[src/rtl/step_pkg.sv]
package step_pkg;
  localparam logic [1:0] CMD_NONE  = 2'b00;
  localparam logic [1:0] CMD_RESET = 2'b01;
  localparam logic [1:0] CMD_CYCLE = 2'b10;
  localparam logic [1:0] CMD_INSTR = 2'b11;

  localparam logic [1:0] KIND_READ  = 2'b00;
  localparam logic [1:0] KIND_WRITE = 2'b01;
  localparam logic [1:0] KIND_FETCH = 2'b10;

  typedef enum logic [1:0] {
    ST_IDLE  = 2'd0,
    ST_LOW   = 2'd1,
    ST_HIGH  = 2'd2,
    ST_DRAIN = 2'd3
  } seq_state_e;
endpackage

[src/rtl/step_rst_sync.sv]
module step_rst_sync (
  input  logic clk,
  input  logic rst_n,
  output logic rst_n_sync
);
  logic [1:0] sync_q;

  always_ff @(posedge clk or negedge rst_n) begin
    if (!rst_n) sync_q <= 2'b00;
    else        sync_q <= {sync_q[0], 1'b1};
  end

  assign rst_n_sync = sync_q[1];
endmodule

[src/rtl/step_phase_timer.sv]
module step_phase_timer #(
  parameter int PW = 8
) (
  input  logic          clk,
  input  logic          rst_n,
  input  logic          load,
  input  logic [PW-1:0] len,
  output logic          zero
);
  logic [PW-1:0] cnt_q, cnt_d;

  always_comb begin
    cnt_d = cnt_q;
    if (load)              cnt_d = len - 1'b1;
    else if (cnt_q != '0)  cnt_d = cnt_q - 1'b1;
  end

  always_ff @(posedge clk or negedge rst_n) begin
    if (!rst_n) cnt_q <= '0;
    else        cnt_q <= cnt_d;
  end

  assign zero = (cnt_q == '0);
endmodule

[src/rtl/step_bus_classify.sv]
module step_bus_classify
  import step_pkg::*;
(
  input  logic       rwb,
  input  logic       sync,
  output logic [1:0] kind
);
  always_comb begin
    if (!rwb)      kind = KIND_WRITE;
    else if (sync) kind = KIND_FETCH;
    else           kind = KIND_READ;
  end
endmodule

[src/rtl/step_cycle_counter.sv]
module step_cycle_counter #(
  parameter int CW = 16
) (
  input  logic          clk,
  input  logic          rst_n,
  input  logic          clear,
  input  logic          inc,
  output logic [CW-1:0] next_value
);
  logic [CW-1:0] value_q, value_d;

  assign next_value = value_q + 1'b1;

  always_comb begin
    value_d = value_q;
    if (clear)    value_d = '0;
    else if (inc) value_d = next_value;
  end

  always_ff @(posedge clk or negedge rst_n) begin
    if (!rst_n) value_q <= '0;
    else        value_q <= value_d;
  end
endmodule

[src/rtl/step_rec_stage.sv]
module step_rec_stage #(
  parameter int CW = 16,
  parameter int DW = 8
) (
  input  logic          clk,
  input  logic          rst_n,
  input  logic          load,
  input  logic [CW-1:0] count_in,
  input  logic [1:0]    kind_in,
  input  logic [DW-1:0] data_in,
  input  logic          ready,
  output logic          valid,
  output logic [CW-1:0] count,
  output logic [1:0]    kind,
  output logic [DW-1:0] data
);
  logic valid_d;

  always_comb begin
    valid_d = valid;
    if (load)       valid_d = 1'b1;
    else if (ready) valid_d = 1'b0;
  end

  always_ff @(posedge clk or negedge rst_n) begin
    if (!rst_n) valid <= 1'b0;
    else        valid <= valid_d;
  end

  always_ff @(posedge clk or negedge rst_n) begin
    if (!rst_n) begin
      count <= '0;
      kind  <= '0;
      data  <= '0;
    end else if (load) begin
      count <= count_in;
      kind  <= kind_in;
      data  <= data_in;
    end
  end
endmodule

[src/rtl/cpu_step_ctrl.sv]
module cpu_step_ctrl
  import step_pkg::*;
#(
  parameter int CW         = 16,
  parameter int DW         = 8,
  parameter int PW         = 8,
  parameter int RST_CYCLES = 2
) (
  input  logic          clk,
  input  logic          rst_n,
  input  logic          cmd_valid,
  input  logic [1:0]    cmd_op,
  input  logic [PW-1:0] lo_len,
  input  logic [PW-1:0] hi_len,
  input  logic          cpu_rwb,
  input  logic          cpu_sync,
  input  logic [DW-1:0] cpu_data,
  output logic          phi2,
  output logic          resb,
  output logic          rec_valid,
  input  logic          rec_ready,
  output logic [CW-1:0] rec_count,
  output logic [1:0]    rec_kind,
  output logic [DW-1:0] rec_data
);
  localparam int RSTW = $clog2(RST_CYCLES + 1);
  localparam logic [PW-1:0] MIN_PHASE = PW'(2);

  logic rst_n_i;
  step_rst_sync u_rst (.clk(clk), .rst_n(rst_n), .rst_n_sync(rst_n_i));

  // Clamp phase lengths to the minimum of two clocks
  logic [PW-1:0] lo_eff, hi_eff;
  assign lo_eff = (lo_len < MIN_PHASE) ? MIN_PHASE : lo_len;
  assign hi_eff = (hi_len < MIN_PHASE) ? MIN_PHASE : hi_len;

  logic          tmr_load, tmr_zero;
  logic [PW-1:0] tmr_len;
  step_phase_timer #(.PW(PW)) u_tmr (
    .clk(clk), .rst_n(rst_n_i), .load(tmr_load), .len(tmr_len), .zero(tmr_zero)
  );

  logic [1:0] cls_kind;
  step_bus_classify u_cls (.rwb(cpu_rwb), .sync(cpu_sync), .kind(cls_kind));

  logic          cnt_clr, cnt_inc;
  logic [CW-1:0] cnt_next;
  step_cycle_counter #(.CW(CW)) u_cnt (
    .clk(clk), .rst_n(rst_n_i), .clear(cnt_clr), .inc(cnt_inc), .next_value(cnt_next)
  );

  logic rec_load;
  step_rec_stage #(.CW(CW), .DW(DW)) u_rec (
    .clk(clk), .rst_n(rst_n_i), .load(rec_load),
    .count_in(cnt_next), .kind_in(cls_kind), .data_in(cpu_data),
    .ready(rec_ready), .valid(rec_valid),
    .count(rec_count), .kind(rec_kind), .data(rec_data)
  );

  seq_state_e      state_q, state_d;
  logic            phi2_q, phi2_d;
  logic            resb_q, resb_d;
  logic            instr_q, instr_d;
  logic            first_q, first_d;
  logic            inrst_q, inrst_d;
  logic [RSTW-1:0] rleft_q, rleft_d;

  // Next-state logic
  always_comb begin
    state_d  = state_q;
    phi2_d   = phi2_q;
    resb_d   = resb_q;
    instr_d  = instr_q;
    first_d  = first_q;
    inrst_d  = inrst_q;
    rleft_d  = rleft_q;
    tmr_load = 1'b0;
    tmr_len  = lo_eff;
    rec_load = 1'b0;
    cnt_clr  = 1'b0;
    cnt_inc  = 1'b0;
    case (state_q)
      ST_IDLE: begin
        if (cmd_valid && !rec_valid) begin
          if (cmd_op == CMD_RESET) begin
            inrst_d  = 1'b1;
            resb_d   = 1'b0;
            rleft_d  = RSTW'(RST_CYCLES - 1);
            cnt_clr  = 1'b1;
            tmr_load = 1'b1;
            state_d  = ST_LOW;
          end else if (cmd_op == CMD_CYCLE || cmd_op == CMD_INSTR) begin
            instr_d  = (cmd_op == CMD_INSTR);
            first_d  = 1'b1;
            tmr_load = 1'b1;
            state_d  = ST_LOW;
          end
        end
      end
      ST_LOW: begin
        if (tmr_zero) begin
          tmr_load = 1'b1;
          tmr_len  = hi_eff;
          phi2_d   = 1'b1;
          state_d  = ST_HIGH;
        end
      end
      ST_HIGH: begin
        if (tmr_zero) begin
          phi2_d = 1'b0;
          if (inrst_q) begin
            if (rleft_q == '0) begin
              resb_d  = 1'b1;
              inrst_d = 1'b0;
              state_d = ST_IDLE;
            end else begin
              rleft_d  = rleft_q - 1'b1;
              tmr_load = 1'b1;
              state_d  = ST_LOW;
            end
          end else begin
            rec_load = 1'b1;
            cnt_inc  = 1'b1;
            first_d  = 1'b0;
            if (!instr_q || (!first_q && cls_kind == KIND_FETCH)) state_d = ST_IDLE;
            else                                                   state_d = ST_DRAIN;
          end
        end
      end
      ST_DRAIN: begin
        if (!rec_valid) begin
          tmr_load = 1'b1;
          state_d  = ST_LOW;
        end
      end
      default: state_d = ST_IDLE;
    endcase
  end

  // State registers
  always_ff @(posedge clk or negedge rst_n_i) begin
    if (!rst_n_i) begin
      state_q <= ST_IDLE;
      phi2_q  <= 1'b0;
      resb_q  <= 1'b1;
      instr_q <= 1'b0;
      first_q <= 1'b0;
      inrst_q <= 1'b0;
      rleft_q <= '0;
    end else begin
      state_q <= state_d;
      phi2_q  <= phi2_d;
      resb_q  <= resb_d;
      instr_q <= instr_d;
      first_q <= first_d;
      inrst_q <= inrst_d;
      rleft_q <= rleft_d;
    end
  end

  assign phi2 = phi2_q;
  assign resb = resb_q;
endmodule

[config.mk]
export PLATFORM = sky130hd
export DESIGN_NAME = cpu_step_ctrl
export DESIGN_NICKNAME = d
export VERILOG_FILES = /design/src/rtl/step_pkg.sv /design/src/rtl/step_rst_sync.sv /design/src/rtl/step_phase_timer.sv /design/src/rtl/step_bus_classify.sv /design/src/rtl/step_cycle_counter.sv /design/src/rtl/step_rec_stage.sv /design/src/rtl/cpu_step_ctrl.sv
export SDC_FILE = /design/constraint.sdc
export NUM_CORES = 1
export LEC_CHECK = 0
export BUFFER_PORTS_ARGS = -buffer_cell sky130_fd_sc_hd__buf_2
export CORE_MARGIN = 1
export CORE_UTILIZATION = 60
export CTS_CLUSTER_SIZE = 30
export DETAILED_ROUTE_END_ITERATION = 12
export HOLD_SLACK_MARGIN = 0.02
export PLACE_DENSITY = 0.95
export SYNTH_ARGS = -nofsm -noshare
export SYNTH_HDL_FRONTEND = slang
export SYNTH_SLANG_ARGS = --single-unit
[constraint.sdc]
create_clock -name clk -period 5 [get_ports clk]
set_clock_uncertainty 0.05 [all_clocks]
set_input_delay 0.25 -clock clk [delete_from_list [all_inputs] [get_ports clk]]
set_output_delay 0.25 -clock clk [all_outputs]
set_load 0.01 [all_outputs]
# == Yosys cells after proc, flatten, opt, wreduce, memory -nomap -nowiden ==
# Index checks and enable logic that the tools add are counted.
# classes
n_bitwise,1
reduce_logical,23
add_sub_neg,4
magnitude_cmp,2
eq_ne,19
muxes,62
# ops
cell,n
$mux 8,6
$mux 1,32
$mux 16,2
$mux 2,15
$ne 2x2->1 const B,11
$reduce_and 6->1,3
$add 16x1->16 const B,1
$lt 8x2->1 const B,2
$sub 8x1->8 const B,2
$eq 2x2->1 const B,5
$reduce_bool 2->1,5
$logic_not 8->1,1
$pmux 1 s2,4
$pmux 2 s4,1
$reduce_and 4->1,2
$reduce_bool 8->1,1
$reduce_and 5->1,1
$eq 2x1->1 const B,2
$logic_not 2->1,2
$pmux 1 s4,1
$pmux 2 s2,1
$logic_not 1->1,3
$ne 3x3->1 const B,1
$reduce_and 3->1,1
other kinds (4),6
# word_totals
wordCells,125
regBits,62
output_inout_bits,29
in_bits,32

# == Depth between registers and ports, before layout ==
# Gate-level depths: netlist (run 1).
# depth
depth_word,9
ltp_mapped,14
mapped_depth_nobuf,12

# == Modules after synthesis ==
# Synthesis (run 1) repeated with hierarchy kept, for this count alone.
# hier_totals
hier_cells,318
area_unflattened_um2,3588.4
# by_module_without_submodules
mod,seq_area_each_um2,area_each_um2,instances,cells_per_inst
step_rec_stage,675.6,1102.3,1,58
step_cycle_counter,400.4,1053.5,1,114
cpu_step_ctrl,226.5,787.0,1,87
step_phase_timer,200.2,581.8,1,54
step_rst_sync,50.0,53.8,1,3
step_bus_classify,0.0,10.0,1,2

# == Worst setup path after synthesis (run 1) ==
# Ideal clock, no wire load.
# synth_path
kind,reg2reg
startpoint,register u_tmr.cnt_q[3]
endpoint,register u_tmr.cnt_q[4]
required_time_ns,4.824
t_arrival_ns,2.640
setup_slack_ns,2.184
period_less_slack_ns,2.816
path_stages_with_launch,11
setup_time_ns,0.126
path_cell_list,dfrtp_1 nor4_1 o211ai_1 a21boi_2 buf_4 mux2i_1 ha_1 nor3b_1 mux2i_1 xnor2_1 mux2i_1
# synth_between
elab_chain_cells,5
# synth_lines
item,line,text
from (decl),step_phase_timer.sv:10,"logic [PW-1:0] cnt_q, cnt_d;"
from (signal assigned),step_phase_timer.sv:20,else cnt_q <= cnt_d;
$logic_not 8->1,step_phase_timer.sv:23,assign zero = (cnt_q == '0);
$mux 8,cpu_step_ctrl.sv:101,if (tmr_zero) begin
$mux 8,cpu_step_ctrl.sv:82,case (state_q)
$sub 8x1->8,step_phase_timer.sv:14,if (load) cnt_d = len - 1'b1;
$mux 8,step_phase_timer.sv:14,
# Parallel ways exist; a longest one is shown, timed or not. The select of a mux whose other input is x is not followed.
# A chain may end at the register's enable or synchronous reset.

# == Worst setup path in the final report (run 1) ==
# Same ends and word-level chain as after synthesis.

==> summary.md, run 1 <==
| Metric | Value |
|---|---|
| Cells after DPL | roughly 490 |
| Hold Violations, Final | 0 |
| WL/cell | 14.5 um |
| Net Count, Synth | between 400 and 500 |
| TNS Setup | 0 ps |
| DR pass1 iterations | 4 |
| Synth top area cells | dfrtp_1, nand2_1, xor2_1, o21ai_0, xnor2_1 |
| GP Congestion | about 0.99 |
| Vias | around 2.9k |
| Port bufs | 60 |
| Initial antenna violation count | 0 |
| Fillers | approximately 400 |
| Area grow syn2layout | 15.5% |
| Share of layout cells above drive strength 1 | 0.206 |
| Post-synth EDFFs | 0 |
| Clock Path Buffers | 2 |
| Clk sinks | 62 |
| Crit path required time | slightly above 5000 ps |
| Synth unique cells | 49 |
| Worst Setup Start Kind | flip-flop |
| Clock root buffer | clkbuf_8 |
| Sequential-to-total area share from yosys stat | 0.462 |
| Most frequent cell after synthesis | nand2_1 |
| Fin nets | 470 |
| Lkg Pwr | 1.73 nW |
| Post-DP Area | approximately 3700 um2 |
| First-pass GRT wire length | approximately 12 mm |
| Worst Path Max Fanout | 14 |
| Synth top area share | 0.454 |
| Relative slew slack | 0.200 |
| CP Data Arrival Time | 3690 ps |
| Setup CP Type | reg -> reg |
| Gr ovfl total | 0 |
| HP Class | in -> reg |
| Final setup viols | 0 |
| Largest net degree at the start of global routing | between 60 and 70 |
| Full die area | 5900 um2 |
| Violation count after the first detailed-route iteration | 223 |
| FP Rows | 26 |
| Clock buffer count from CTS | 9 |
| DRC | 0 |
| Syn avg cell area | between 9 and 10 um2 |
| Post-CTS resize count | 0 |
| Synthesized instance count | 372 |
| I/O pin cnt | roughly 60 |
| Slew Viols, Final | 0 |
| Max VDD drop | between 300 and 400 uV |
| Htree depth | 3 |
| Commonest cells in the netlist | nand2_1, dfrtp_1, nor2_1 |
| Die Y | between 70 and 80 um |
| GRT Util Overall | 0.265 |
| Finished Layout Cells | ~510 |
| Pwr Density | 394 nW/um2 |
| Outcome | finished clean |
| Mapped Area | between 3000 and 4000 um2 |
| Vias in the first global route | 2845 |
| Fin crit period | 3550 ps |
| Overall power | about 1.5 mW |
| Core footprint | between 5000 and 6000 um2 |
| Post-synth top area cell | dfrtp_1 |
| Vias per cell | ~5.7 |
| Fmax | approximately 280 MHz |
| Post-synthesis register bit count | 62 |
| Worst Max-Slew Pin Slew | between 1000 and 1500 ps |
| MaxCap Viol Count | 0 |
| Antenna viol nets, final | 0 |
| Die width | 76.8 um |
| Top_reg_cell synth | dfrtp_1 |
| Starting Density | 0.641 |
| CTS tree | done |
| Hold-fix buffers, CTS | 1 |
| Post-CTS setup buffers | 0 |
| Final Cell Area | between 3000 and 4000 um2 |
| Inserted Diodes | 0 |
| Crit path capture type | flip-flop |
| Worst-path clk slew | around 60 ps |
| RSZ-0062 raised after global routing | false |
| Final wirelength | ~7.3 mm |
| Synth Warn # | 0 |
| DP HPWL | between 5 and 6 mm |
| Worst-Skew Late Latency | roughly 330 ps |
| FFs w/ async S/R, synth | 1.00 |
| Final Cycle Share | 0.710 |
==> through the flow <==
step | setup slack, ps | hold slack, ps | util
5_1_grt | 1130 | 53.9 | 0.741
3_5_place_dp | 1510 | -13.1 | 0.707
6_report | 1450 | 63.1 | 0.741
4_1_cts | 1490 | 53.3 | 0.741
3_3_place_gp | 1800 | -14.2 | 0.707
2_1_floorplan | 2180 | -95.6 | -
==> worst max-delay path, cell delays in order (launching register included) <==
cell      delay (ps)
dfrtp_1          420
nor4_1           810
o211ai_1         240
a21boi_2         660
nand3_1          200
nand2_1          120
ha_1             260
nor3b_1          220
mux2i_1          120
xnor2_1          200
mux2i_1           90
==> registers in the layout (all words and copies together), names as in the netlist, 2 cells and up <==
| register | flops |
|---|---|
| rleft_q | 2 |
| u_rec.count | 16 |
| state_q | 2 |
| u_tmr.cnt_q | 8 |
| u_cnt.value_q | 16 |
| u_rst.sync_q | 2 |
| u_rec.kind | 2 |
| u_rec.data | 8 |
==> power breakdown <==
group          internal, mW  total, mW  switching (mW)
registers             0.590      0.686          0.0960
logic                 0.202      0.465           0.262
clock network         0.191      0.375           0.185
==> layout make-up <==
type | count | area, um2 | area share
Tap cell | 70 | 87.6 | 0.0226
Sequential cell | 62 | 1550 | 0.401
Timing Repair Buffer | 62 | 318 | 0.0819
Multi-Input combinational cell | 286 | 1710 | 0.442
Inverter | 10 | 37.5 | 0.00968
Clock inverter | 4 | 22.5 | 0.00581
Clock buffer | 12 | 145 | 0.0374
==> layout by cell type (no fill, tap or decap), types with 2 or more instances in the layout <==
cell type   n
nand3_1    11
nor2b_1     3
nor4_1      6
a21boi_0    2
o21ai_0    27
nor3_2      2
clkbuf_8   10
a21oi_1    14
clkinv_2    3
o211ai_1    2
o311ai_0    4
a211oi_1    2
nand2b_1    3
buf_2      60
or3_1       9
nand4_1     6
o31ai_1     3
inv_1      10
or2_2       4
nor2_1     30
and3_1      6
mux2i_1    10
ha_1        7
nor3_1      8
xor2_1     16
nand2_1    71
dfrtp_1    60
a31oi_1     3
nor3b_1     4
clkbuf_1    2
a22o_1      2
xnor2_1    14
==> path summary, 6_finish.rpt <==
path,depth (start not counted),from,slack [ps],endpoint
min reg2reg,0,u_rst.sync_q[0]$_DFF_PN0_,310,u_rst.sync_q[1]$_DFF_PN0_
max reg2reg,10,u_tmr.cnt_q[3]$_DFFE_PN0P_,1450,u_tmr.cnt_q[4]$_DFFE_PN0P_
min,3,cpu_data[1],60,u_rec.data[1]$_DFFE_PN0P_
max in group asynchronous,1,u_rst.sync_q[1]$_DFF_PN0_,4030,u_rec.data[2]$_DFFE_PN0P_
max,10,u_tmr.cnt_q[3]$_DFFE_PN0P_,1450,u_tmr.cnt_q[4]$_DFFE_PN0P_
min in group asynchronous,2,rst_n,170,u_rst.sync_q[1]$_DFF_PN0_
==> layer usage <==
metal	up-vias	wire (um)	global-route usage
met1	1380	3060	0.316
li1	1412	-	-
met3	15	400	0.0643
met4	0	121	0.112
met5	-	0	0
met2	98	3760	0.453
==> kinds of logic (layout without fill, tap and decap cells) <==
family | count (synthesis) | after routing | synth area share
buffers and inverters | 24 | 88 | 0.0291
AOI/OAI and AO/OA | 68 | 68 | 0.126
other | 1 | 1 | 0.00112
and+or+nand+nor | 168 | 168 | 0.239
adders and majority gates | 7 | 7 | 0.0261
xor gates and xnor gates | 30 | 30 | 0.0782
muxes | 12 | 12 | 0.0376
DFF | 62 | 62 | 0.462
Note: power is estimated with default switching activity, not from simulation.
==> inputs of run 2 (changes only) <==
--- a/config.mk
+++ b/config.mk
@@ -5,13 +5,14 @@
 export SDC_FILE = /design/constraint.sdc
 export NUM_CORES = 1
 export LEC_CHECK = 0
+export ABC_AREA = 1
 export BUFFER_PORTS_ARGS = -buffer_cell sky130_fd_sc_hd__buf_2
 export CORE_MARGIN = 1
-export CORE_UTILIZATION = 60
+export CORE_UTILIZATION = 55
 export CTS_CLUSTER_SIZE = 30
 export DETAILED_ROUTE_END_ITERATION = 12
 export HOLD_SLACK_MARGIN = 0.02
-export PLACE_DENSITY = 0.95
+export PLACE_DENSITY = 0.89
 export SYNTH_ARGS = -nofsm -noshare
 export SYNTH_HDL_FRONTEND = slang
 export SYNTH_SLANG_ARGS = --single-unit
==> constraint.sdc (replaced) <==
create_clock -name clk -period 3.4 [get_ports clk]
set_clock_uncertainty 0.05 [all_clocks]
set_input_delay 0.17 -clock clk [delete_from_list [all_inputs] [get_ports clk]]
set_output_delay 0.17 -clock clk [all_outputs]
set_load 0.01 [all_outputs]
==> summary.md, run 2 <==
| Metric | Value |
|---|---|
| Critical Path End | u_tmr.cnt_q[4]$_DFFE_PN0P_ |
| WL/cell | 13.8 um |
| Post-synth EDFFs | 0 |
| Full die area | just over 6000 um2 |
| Worst Path Max Fanout | 9 |
| CP most frequent cell | inv_1 |
| Most frequent cell after synthesis | nand2_1 |
| Worst-Skew Late Latency | 340 ps |
| DR pass1 iterations | 4 |
| PnR worst setup slack | about 900 ps |
| Crit path capture type | flip-flop |
| Initial antenna violation count | 0 |
| TNS Setup | 0 ps |
| CP Data Arrival Time | between 2000 and 3000 ps |
| Synth Warn # | 0 |
| GP Congestion | slightly above 0.9 |
| DRC | 0 |
| Commonest cells in the netlist | nand2_1, dfrtp_1, inv_1 |
| Fin crit period | roughly 2500 ps |
| Lkg Pwr | 2.02 nW |
| Largest net degree at the start of global routing | 39 |
| Vias in the first global route | roughly 3k |
| Post-synthesis register bit count | 62 |
| Pwr Density | around 740 nW/um2 |
| Hold Path Depth | 3 |
| RSZ-0062 raised after global routing | false |
| Commonest non-fill, non-tap cell in the layout | nand2_1 |
| Slew Viols, Final | 0 |
| MaxCap Viol Count | 0 |
| Commonest non-fill, non-tap cells in the layout | nand2_1, dfrtp_1, buf_2 |
| Hold Violations, Final | 0 |
| Htree depth | 3 |
| Post-DP Area | around 3600 um2 |
| Critical path origin | state_q[1]$_DFFE_PN0P_ |
| First-pass GRT wire length | 13.2 mm |
| Gr ovfl total | 0 |
| Final setup viols | 0 |
| Post-synth top area cell | dfrtp_1 |
| Worst Setup Start Kind | flip-flop |
| Max VDD drop | 407 uV |
| Starting Density | 0.579 |
| I/O pin cnt | 61 |
| Fin nets | 519 |
| Final Cell Area | 3970 um2 |
| Worst-path clk slew | about 80 ps |
| Clock root buffer | clkbuf_8 |
| Syn avg cell area | 7.98 um2 |
| Crit path required time | 3550 ps |
| Inserted Diodes | 0 |
| CTS tree | done |
| Vias | just under 3k |
| Share of layout cells above drive strength 1 | 0.214 |
| Net Count, Synth | 443 |
| Final wirelength | ~7.7 mm |
| Synth unique cells | 41 |
| CP max stage delay | between 400 and 500 ps |
| Violation count after the first detailed-route iteration | ~170 |
| Vias per cell | around 5.3 |
| Clock Path Buffers | 2 |
| Clock buffer count from CTS | 9 |
| Reg2Reg Setup Slack | around 900 ps |
| Final Cycle Share | 0.736 |
| Fmax | ~400 MHz |
| Cells along the critical path | inv_1, ha_1, inv_1, nand2_1, nand2_2, a21oi_4, nand2_1, nand2_2, ha_1, inv_1, nor2_2, inv_1, o21ai_1, a21oi_1 |
| FFs w/ async S/R, synth | 1.00 |
| DP HPWL | around 5.3 mm |
| Die Y | between 70 and 80 um |
| Fillers | roughly 430 |
| Setup CP Type | reg -> reg |
| Pre-CTS setup slack | between 900 and 1000 ps |
| Die width | around 79 um |
| Sequential-to-total area share from yosys stat | 0.481 |
| FP Rows | 27 |
| Antenna viol nets, final | 0 |
| Synth top area share | 0.473 |
| Synth top area cells | dfrtp_1, nand2_1, inv_1, nand3_1, a21oi_1 |
| Area grow syn2layout | 23.1% |
| Worst Max-Slew Pin Slew | between 800 and 900 ps |
| Port bufs | 60 |
| Core footprint | around 5600 um2 |
| Clk sinks | just over 60 |
| GRT Util Overall | 0.276 |
| Mapped Area | between 3000 and 4000 um2 |
| HP Class | in -> reg |
| Worst R2R Start | state_q[1]$_DFFE_PN0P_ |
| Largest regs | u_cnt.value_q x16, u_rec.count x16 |
| Relative slew slack | 0.463 |
| Slowest cell on crit path | dfrtp_1 |
| Synthesized instance count | 404 |
| Outcome | finished clean |
| R2R depth | 14 |
| Top_reg_cell synth | dfrtp_1 |
| Reg2reg end | u_tmr.cnt_q[4]$_DFFE_PN0P_ |
==> run 2: changes by cell type in the layout (fill, tap and decap cells not counted), sizes merged, moves of 10 or more <==
cell         change
nand2           +73
inv             +29
xnor2           -13
nand3           +11
dlygate4sd3     +10
mux2i           -10
==> run 2: cell type report <==
type                            instances  area (um2)  area share
Timing Repair Buffer                   74         433       0.109
Tap cell                               72        90.1      0.0227
Sequential cell                        62        1550       0.391
Clock inverter                          7         146      0.0369
Multi-Input combinational cell        293        1470       0.371
Inverter                               40         150      0.0378
Clock buffer                            9         124      0.0312
==> run 2: worst min path at each step <==
stage / start / end / slack, ps
6_report: cpu_sync / u_rec.kind[1]$_DFFE_PN0P_ / 60
4_1_cts: cpu_sync / u_rec.kind[1]$_DFFE_PN0P_ / 60
3_5_place_dp: rst_n / u_rst.sync_q[0]$_DFF_PN0_ / -90
3_3_place_gp: rst_n / u_rst.sync_q[0]$_DFF_PN0_ / -90
5_1_grt: rst_n / u_rst.sync_q[0]$_DFF_PN0_ / 110
2_1_floorplan: rst_n / u_rst.sync_q[0]$_DFF_PN0_ / -180
==> run 2: metal layers <==
metal / vias up / share of wire / global-route usage
met1: 1387 / 0.42 / 0.331
met4: 0 / 0.024 / 0.143
li1: 1449 / - / -
met2: 80 / 0.51 / 0.463
met5: - / 0 / 0
met3: 20 / 0.039 / 0.0605
==> run 2: what timing repair did <==
item,CTS,global route
endpoints found under the hold margin,12,0
gates resized for setup,0,0
hold buffers,11,0
setup buffers,0,0
==> run 2: logic make-up (layout without fill, tap and decap cells) <==
| family | count (synthesis) | count (layout) | synth area share |
|---|---|---|---|
| AOI/OAI and AO/OA | 55 | 55 | 0.0985 |
| xor gates and xnor gates | 12 | 12 | 0.0326 |
| adders and majority gates | 7 | 7 | 0.0272 |
| buffers and inverters | 49 | 130 | 0.0617 |
| DFF | 62 | 62 | 0.481 |
| muxes | 1 | 1 | 0.00349 |
| other | 1 | 1 | 0.00116 |
| and+or+nand+nor | 217 | 217 | 0.294 |
==> run 2: where the power goes <==
group	switching (mW)	leakage [nW]	internal [mW]	total (mW)
registers	0.136	0.771	0.934	1.07
clock network	0.306	0.134	0.565	0.870
logic	0.637	1.12	0.369	1.01
total	1.08	2.02	1.87	2.95
==> run 2: metrics by stage <==
step	hold WS [ps]	cells	power, mW	util
2_1_floorplan	-176	404	1.81	-
3_3_place_gp	-94.4	530	2.01	0.644
3_5_place_dp	-91.6	530	2.06	0.644
4_1_cts	64.7	557	2.95	0.712
5_1_grt	105	557	3.15	0.712
6_report	62.6	557	2.95	0.712
==> run 2: worst max-delay path, delay by kind of cell (launching register included) <==
kind            cells  cell delay [ps]
flops               1              410
buf+inv             4              360
fa+ha+maj           2              520
compound gates      3              450
simple gates        5              570
==> inputs of run 3 (changes only) <==
--- a/config.mk
+++ b/config.mk
@@ -8,11 +8,11 @@
 export ABC_AREA = 1
 export BUFFER_PORTS_ARGS = -buffer_cell sky130_fd_sc_hd__buf_2
 export CORE_MARGIN = 1
-export CORE_UTILIZATION = 55
+export CORE_UTILIZATION = 50
 export CTS_CLUSTER_SIZE = 30
 export DETAILED_ROUTE_END_ITERATION = 12
 export HOLD_SLACK_MARGIN = 0.02
-export PLACE_DENSITY = 0.89
+export PLACE_DENSITY = 0.86
 export SYNTH_ARGS = -nofsm -noshare
 export SYNTH_HDL_FRONTEND = slang
 export SYNTH_SLANG_ARGS = --single-unit
==> constraint.sdc (replaced) <==
create_clock -name clk -period 2.22 [get_ports clk]
set_clock_uncertainty 0.05 [all_clocks]
set_input_delay 0.111 -clock clk [delete_from_list [all_inputs] [get_ports clk]]
set_output_delay 0.111 -clock clk [all_outputs]
set_load 0.01 [all_outputs]
==> summary.md, run 3 (same netlist as run 2, synthesis figures left out) <==
| Metric | Value |
|---|---|
| Die width | 82.3 um |
| Crit path capture type | flip-flop |
| DP HPWL | ~5.5 mm |
| Worst Setup Start Kind | flip-flop |
| Reg2Reg Setup Slack | -10 ps |
| Vias in the first global route | between 3k and 4k |
| PnR worst setup slack | -12.9 ps |
| GRT Util Overall | 0.263 |
| Clk pwr share | 0.235 |
| WL/cell | about 14 um |
| FP Rows | 28 |
| Vias per cell | around 5.3 |
| Area grow syn2layout | 29.7% |
| Clock Path Buffers | 2 |
| Overall power | roughly 4.7 mW |
| Initial antenna violation count | 0 |
| Largest regs | u_cnt.value_q x16, u_rec.count x16 |
| Gr ovfl total | 0 |
| Worst Path Max Fanout | 8 |
| Pre-CTS setup slack | -148 ps |
| Fin crit period | between 2000 and 2500 ps |
| CP Data Arrival Time | 2380 ps |
| Clock buffer count from CTS | 9 |
| Final wirelength | 8.10 mm |
| WHS | around 44 ps |
| Share of layout cells above drive strength 1 | 0.280 |
| Clk sinks | 62 |
| Relative slew slack | 0.629 |
| DRC | 0 |
| Hold Violations, Final | 0 |
| Fillers | around 470 |
| Slew Viols, Final | 0 |
| Starting Density | 0.532 |
| Outcome | finished with violations |
| Internal power | a little under 3 mW |
| First-pass GRT wire length | about 13 mm |
| Worst Max-Slew Pin Slew | 554 ps |
| Hold Path Depth | 3 |
| Htree depth | 3 |
| Sequential Area | ~1600 um2 |
| Fmax | 448 MHz |
| Inserted Diodes | 0 |
| Antenna viol nets, final | 0 |
| Final setup viols | 1 |
| RSZ-0062 raised after global routing | true |
| Vias | 3102 |
| Worst-Skew Late Latency | 340 ps |
| Pwr Density | 1130 nW/um2 |
| Core footprint | 6060 um2 |
| CTS tree | done |
| Critical path origin | u_tmr.cnt_q[3]$_DFFE_PN0P_ |
| Final Cycle Share | 1.01 |
| Full die area | between 6000 and 7000 um2 |
| Area of the multi-input gates | approximately 1500 um2 |
| Clock root buffer | clkbuf_8 |
| Reg2reg end | u_tmr.cnt_q[4]$_DFFE_PN0P_ |
| Commonest non-fill, non-tap cell in the layout | nand2_1 |
| MaxCap Viol Count | 0 |
| HP Class | in -> reg |
| Crit path required time | 2370 ps |
| Fin nets | 541 |
| Hold_sp | cmd_op[0] |
| Lkg Pwr | about 2.1 nW |
| Violation count after the first detailed-route iteration | between 150 and 200 |
| R2R depth | 16 |
| I/O pin cnt | 61 |
| DR pass1 iterations | 4 |
| Largest net degree at the start of global routing | just over 40 |
| Combinational share of power | 0.420 |
| Net Switching | ~1.8 mW |
| Net Sw Frac | 0.389 |
| GP Congestion | between 0.9 and 1 |
| Failing checks | setup timing |
| Max VDD drop | around 660 uV |
| Sequential Power Share | 0.345 |
| Worst-path clk slew | 80 ps |
| TNS Setup | -12.9 ps |
| Die Y | 82.3 um |
| Worst Hold Endpoint | instr_q$_DFFE_PN0P_ |
| Setup CP Type | reg -> reg |
| Port bufs | 60 |
| Worst R2R Start | u_tmr.cnt_q[3]$_DFFE_PN0P_ |
| Commonest non-fill, non-tap cells in the layout | nand2_1, dfrtp_1, buf_2 |
[run 3: cell type report]
cell class | count | area share
Sequential cell | 62 | 0.371
Clock buffer | 9 | 0.0296
Clock inverter | 7 | 0.0233
Multi-Input combinational cell | 293 | 0.370
Inverter | 40 | 0.0365
Timing Repair Buffer | 96 | 0.147
Tap cell | 75 | 0.0224
[run 3: critical path, cell delays in order (launching register included)]
cell and delay (ps):
dfrtp_1 400, nor2_1 150, nand2_1 140, nor2_4 130, buf_4 170, nand2_4 60, nand3_1 70, nand2_1 70
nand2_1 90, nand2_2 70, inv_1 100, ha_4 130, inv_2 40, nor2_4 140, inv_2 70, o21ai_2 140
a21oi_1 70
[run 3: metrics by stage]
step / cell area [um2] / util / cells
floorplan: 3230 / - / 404
global placement: 3710 / 0.613 / 547
detailed placement: 3710 / 0.613 / 547
CTS: 4100 / 0.677 / 579
global route: 4180 / 0.690 / 582
finish: 4180 / 0.690 / 582
[run 3: worst max-delay path by stage]
stage | end | slack, ps
2_1_floorplan | u_tmr.cnt_q[4]$_DFFE_PN0P_ | 6
3_3_place_gp | u_tmr.cnt_q[4]$_DFFE_PN0P_ | 20
3_5_place_dp | u_tmr.cnt_q[4]$_DFFE_PN0P_ | -150
4_1_cts | u_tmr.cnt_q[4]$_DFFE_PN0P_ | 7
5_1_grt | u_tmr.cnt_q[4]$_DFFE_PN0P_ | -120
6_report | u_tmr.cnt_q[4]$_DFFE_PN0P_ | -10
[run 3: repair_timing]
item | in CTS | in global routing
setup buffers | 4 | 3
endpoints found under the setup margin | 3 | 4
gates resized for setup | 6 | 18
hold buffers | 12 | 0
hold endpoints to repair | 12 | 0
pin swaps | 4 | 8
cloned | 0 | 0
[run 3: layer usage]
metal  global-route usage  routed length (um)  vias up
met2                0.486                4280      110
met1                0.287                3210     1486
met3               0.0604                 467       14
met4                0.111                 146        0
met5                    0                   0        -
li1                     -                   -     1492
[run 3: power by group through the flow]
stage | Clock [mW] | Sequential, mW | Combinational [mW]
global route | 1.17 | 1.67 | 2.19
global placement | 0 | 1.63 | 1.56
CTS | 1.12 | 1.63 | 1.78
detailed placement | 0 | 1.65 | 1.66
finish | 1.11 | 1.63 | 1.99
floorplan | 0 | 1.66 | 1.12
